--- src/rtl/tx_status_pkg.sv ---
package tx_status_pkg;
   // flag positions are decoded by software, so they are fixed
   localparam int unsigned FLAG_N     = 9;
   localparam int unsigned B_USED     = 0;
   localparam int unsigned B_COLL     = 1;
   localparam int unsigned B_RETRY    = 2;
   localparam int unsigned B_ACTIVE   = 3;
   localparam int unsigned B_BUSERR   = 4;
   localparam int unsigned B_DONE     = 5;
   localparam int unsigned B_UNDER    = 6;
   localparam int unsigned B_LATE     = 7;
   localparam int unsigned B_RESP     = 8;
   localparam logic [FLAG_N-1:0] STICKY_MASK = 9'h1F7;
endpackage

--- src/rtl/tx_stat_qualify.sv ---
module tx_stat_qualify
   import tx_status_pkg::*;
(
   input  logic              gig_mode,
   input  logic              pkt_buf_mode,
   input  logic              tx_active,
   input  logic              ev_used_rd,
   input  logic              ev_coll,
   input  logic              ev_late_coll,
   input  logic              ev_retry_lim,
   input  logic              ev_data_starve,
   input  logic              ev_wb_overlap,
   input  logic              ev_fifo_underflow,
   input  logic              ev_frame_done,
   input  logic              ev_bus_err,
   input  logic              ev_buf_exhaust,
   input  logic              ev_frame_oversize,
   input  logic              ev_resp_bad,
   output logic [FLAG_N-1:0] set_vec
);
   logic under_any;

   assign under_any = ev_data_starve | ev_wb_overlap | (ev_fifo_underflow & tx_active);

   always_comb begin
      set_vec           = '0;
      set_vec[B_USED]   = ev_used_rd;
      set_vec[B_COLL]   = ev_coll | (ev_late_coll & ~gig_mode);
      set_vec[B_RETRY]  = ev_retry_lim;
      set_vec[B_BUSERR] = ev_bus_err | ev_buf_exhaust | (ev_frame_oversize & pkt_buf_mode);
      set_vec[B_DONE]   = ev_frame_done;
      set_vec[B_UNDER]  = under_any & ~pkt_buf_mode;
      set_vec[B_LATE]   = ev_late_coll & gig_mode;
      set_vec[B_RESP]   = ev_resp_bad;
   end
endmodule

--- src/rtl/tx_stat_cell.sv ---
module tx_stat_cell #(
   parameter bit RESET_VAL = 1'b0
) (
   input  logic clk,
   input  logic rst_n,
   input  logic set_i,
   input  logic clr_i,
   output logic q_o
);
   always_ff @(posedge clk) begin
      if (!rst_n)      q_o <= RESET_VAL;
      else if (set_i)  q_o <= 1'b1;   // set has priority over clear
      else if (clr_i)  q_o <= 1'b0;
   end
endmodule

--- src/rtl/tx_status_reg.sv ---
module tx_status_reg
   import tx_status_pkg::*;
#(
   parameter int unsigned REG_W = 32
) (
   input  logic             clk,
   input  logic             rst_n,
   input  logic             reg_wr,
   input  logic [REG_W-1:0] reg_wdata,
   output logic [REG_W-1:0] reg_rdata,
   output logic             irq,
   input  logic             gig_mode,
   input  logic             pkt_buf_mode,
   input  logic             tx_active,
   input  logic             ev_used_rd,
   input  logic             ev_coll,
   input  logic             ev_late_coll,
   input  logic             ev_retry_lim,
   input  logic             ev_data_starve,
   input  logic             ev_wb_overlap,
   input  logic             ev_fifo_underflow,
   input  logic             ev_frame_done,
   input  logic             ev_bus_err,
   input  logic             ev_buf_exhaust,
   input  logic             ev_frame_oversize,
   input  logic             ev_resp_bad
);
   localparam int unsigned RSVD_W = REG_W - FLAG_N;

   generate
      if (REG_W < FLAG_N + 1) begin : g_bad_width
         $error("tx_status_reg: REG_W too small for flag layout");
      end
   endgenerate

   logic [FLAG_N-1:0] set_vec;
   logic [FLAG_N-1:0] clr_vec;
   logic [FLAG_N-1:0] flags;
   logic              unused_wbits;

   assign clr_vec      = reg_wr ? reg_wdata[FLAG_N-1:0] : '0;
   assign unused_wbits = ^{reg_wdata[REG_W-1:FLAG_N], clr_vec[B_ACTIVE], set_vec[B_ACTIVE]};

   tx_stat_qualify u_qual (
      .gig_mode          (gig_mode),
      .pkt_buf_mode      (pkt_buf_mode),
      .tx_active         (tx_active),
      .ev_used_rd        (ev_used_rd),
      .ev_coll           (ev_coll),
      .ev_late_coll      (ev_late_coll),
      .ev_retry_lim      (ev_retry_lim),
      .ev_data_starve    (ev_data_starve),
      .ev_wb_overlap     (ev_wb_overlap),
      .ev_fifo_underflow (ev_fifo_underflow),
      .ev_frame_done     (ev_frame_done),
      .ev_bus_err        (ev_bus_err),
      .ev_buf_exhaust    (ev_buf_exhaust),
      .ev_frame_oversize (ev_frame_oversize),
      .ev_resp_bad       (ev_resp_bad),
      .set_vec           (set_vec)
   );

   generate
      for (genvar i = 0; i < FLAG_N; i++) begin : g_flag
         if (STICKY_MASK[i]) begin : g_sticky
            tx_stat_cell #(.RESET_VAL(1'b0)) u_cell (
               .clk   (clk),
               .rst_n (rst_n),
               .set_i (set_vec[i]),
               .clr_i (clr_vec[i]),
               .q_o   (flags[i])
            );
            assign reg_rdata[i] = flags[i];
         end else begin : g_live
            assign flags[i]     = 1'b0;
            assign reg_rdata[i] = tx_active;
         end
      end
   endgenerate

   assign reg_rdata[REG_W-1:FLAG_N] = {RSVD_W{1'b0}};
   assign irq = |(flags & STICKY_MASK);
endmodule

--- config.mk ---
export PLATFORM = sky130hd
export DESIGN_NAME = tx_status_reg
export DESIGN_NICKNAME = d
export VERILOG_FILES = /design/src/rtl/tx_status_pkg.sv /design/src/rtl/tx_stat_qualify.sv /design/src/rtl/tx_stat_cell.sv /design/src/rtl/tx_status_reg.sv
export SDC_FILE = /design/constraint.sdc
export NUM_CORES = 1
export LEC_CHECK = 0
export ABC_AREA = 1
export BUFFER_PORTS_ARGS = -buffer_cell sky130_fd_sc_hd__buf_2
export CAP_MARGIN = 20
export CORE_MARGIN = 2
export CORE_UTILIZATION = 31
export CTS_BUF_LIST = sky130_fd_sc_hd__clkbuf_4
export DETAILED_ROUTE_END_ITERATION = 16
export GPL_TIMING_DRIVEN = 0
export PLACE_DENSITY_LB_ADDON = 0.2
export SETUP_SLACK_MARGIN = 0.4
export SKIP_CTS_REPAIR_TIMING = 1
export SYNTH_ARGS = -nofsm -noshare
export SYNTH_HDL_FRONTEND = slang
export SYNTH_SLANG_ARGS = --single-unit
--- constraint.sdc ---
create_clock -name clk -period 0.9 [get_ports clk]
set_clock_uncertainty 0.2 [all_clocks]
set_input_delay 0.09 -clock clk [delete_from_list [all_inputs] [get_ports clk]]
set_output_delay 0.09 -clock clk [all_outputs]
set_load 0.03 [all_outputs]
==> results.cfg <==
[drt]
via_per_inst = 3.55
dr.pass1.iters = 2
drc = 0
wl_microns = 1230
dr.first_iter.drc_count = 2
avgRoutedWirePerCell_microns = 7.26
num_vias = 604
ant_nets = 0

[placement]
port_buffers = 34
gp_congestion = 0.605
dp_hpwl_microns = 1040
dpl_cell_area_sq_um = 907
dp_slack_ns = -0.0949

[timing]
slew_violations = 0
period_needed_ns = 1.24
setup_violations = 10
layout_setup_ws_ns = -0.342
whs_ns = -0.150
hold_violations = 8
fin_crit_sh_pct = 138
fmax_mhz = 805
rsz0062_at_grt = yes

[critical_path]
timing.critical_path.from = g_flag[7].g_sticky.u_cell.q_o
cp_slowest_stage_delay_ns = 0.32
cp-end-kind = output port
crit_path_max_fanout = 3
r2r-start = g_flag[2].g_sticky.u_cell.q_o
crit_arrival_ns = 0.95
path_buf_inv = 1
critical_path_required_ns = 0.61
crit_slowest_cell = dfxtp_2
startpoint_type = flop
crit_chain = nor2_1 > nand4_1 > buf_6
critPathKind = flop to output port
critical_path.top_delay_family = flip-flops

[clock_tree]
clkTransAtPathRegs_ns = 0.05
clock_latency_ns = 0.24
max-clock-path-buffers = 2
cts_sinks = 8
h-tree-depth = 1
cts_tree = yes
cts_buffers = 3
cts-root-buf = clkbuf_4

[final_layout]
synthToLayoutAreaGrowth_pct = 82.9
postLayoutCoreUtil_pct = 61.4
layout-drive-gt1-share_pct = 62.8
stdcell_area_sq_um = 1070
finalNetCount = 197
final_cell_mix = buf_6 (24), buf_4 (24), conb_1 (23), buf_2 (23), nand2_1 (13)
diodes = 0
largestRegisters = g_flag.g_sticky.u_cell.q_o x8
largest_register_ffs = 8
regMostFlops = g_flag.g_sticky.u_cell.q_o

[yosys]
post-synth-top-area-fraction_pct = 41.0
ys_seq_area_share_pct = 27.4
synthTopCellsByArea = buf_4 (41%), dfxtp_1 (27%), nand2_1 (9.6%)
syn-instance-count = 82
yosys.area.top_type = buf_4
yosys_warnings = 0
syn_area_per_cell_sq_um = 7.14
syn_area_sq_um = 586
synth_cell_type_count = 11
synth_seq_cells = 8

[floorplanning]
dieArea_sq_um = 2250
initial_core_util_pct = 33.5
io_pins = 83
num_rows = 15
core_sq_um = 1750
die_h_microns = 47.5
die_x_microns = 47.5

[power]
ir_drop_uv = 814
leakage_nw = 0.612
power.density_nw_per_um2 = 1140

[global_routing]
antenna_found_initial = 0
grt_first_pass_wirelength_microns = 1660
grt_max_degree = 9
grt_pass1_vias = 460
grt-ovfl-total = 0
grt_usage_pct = 10.8

[outcome]
violations = hold timing, setup timing
outcome = finished, violations left

[min_path]
hp-class = primary input to flop
hold_start = ev_frame_done

[flow_run]
maxCapViolations = 0
==> power breakdown <==
group	switching (mW)	leakage [nW]	total, mW	internal [mW]
clock	0.105	0.0138	0.256	0.151
sequential	0.0249	0.0689	0.410	0.385
combinational	0.286	0.530	0.550	0.264
==> cell type report <==
class,instances,area [sq um]
clock buffers,3,22.5
repair buffers,38,284
well taps,25,31.3
fillers,156,674
multi-input cells,60,268
plain buffers,33,282
flip-flops and latches,8,173
inverters,3,11.3
==> stage by stage <==
stage                     setup TNS [ns]  std cells  power [mW]
after global routing               -2.78        170        1.32
final                              -2.26        170        1.22
after floorplan                  -0.0994        104       0.786
after global placement           -0.0996        163       0.876
after detailed placement          -0.119        163       0.880
after CTS                          -2.45        166        1.15
==> worst paths after layout <==
kind                                                       to  slack, ns  depth (start not counted)
worst max-delay path                                      irq      -0.34                          3
worst min-delay path            g_flag[5].g_sticky.u_cell.q_o      -0.15                          3
worst max register to register  g_flag[2].g_sticky.u_cell.q_o      -0.03                          3
worst min register to register  g_flag[6].g_sticky.u_cell.q_o       0.26                          2
==> worst register-to-register path: cells and delay by family (launching register included) <==
family / cells / cell delay, ns
flip-flops: 1 / 0.34
buffers and inverters: 1 / 0.11
AND/OR/NAND/NOR: 1 / 0.04
AO/OA/AOI/OAI: 1 / 0.11
==> Yosys cell counts <==
cell type	instances
a21oi_1	8
buf_6	1
buf_4	32
nand4_1	1
nor2_1	10
nand2_1	15
a31oi_1	1
conb_1	1
dfxtp_1	8
inv_1	3
nand2_2	2
==> per-layer routing <==
layer / routed length [microns] / track usage (%) / vias up
met5: 0 / 0 / -
li1: - / - / 327
met1: 453 / 10.5 / 239
met4: 16 / 3.33 / 0
met2: 614 / 19.2 / 34
met3: 150 / 6.04 / 4
==> cell families after synthesis <==
| logic type | Yosys count | share of synthesized area (%) |
|---|---|---|
| other | 1 | 0.640 |
| DFF | 8 | 27.3 |
| AOI/OAI and AO/OA | 9 | 7.91 |
| and+or+nand+nor | 28 | 19.2 |
| buffers and inverters | 36 | 44.9 |
(Power assumes the default switching activity.)
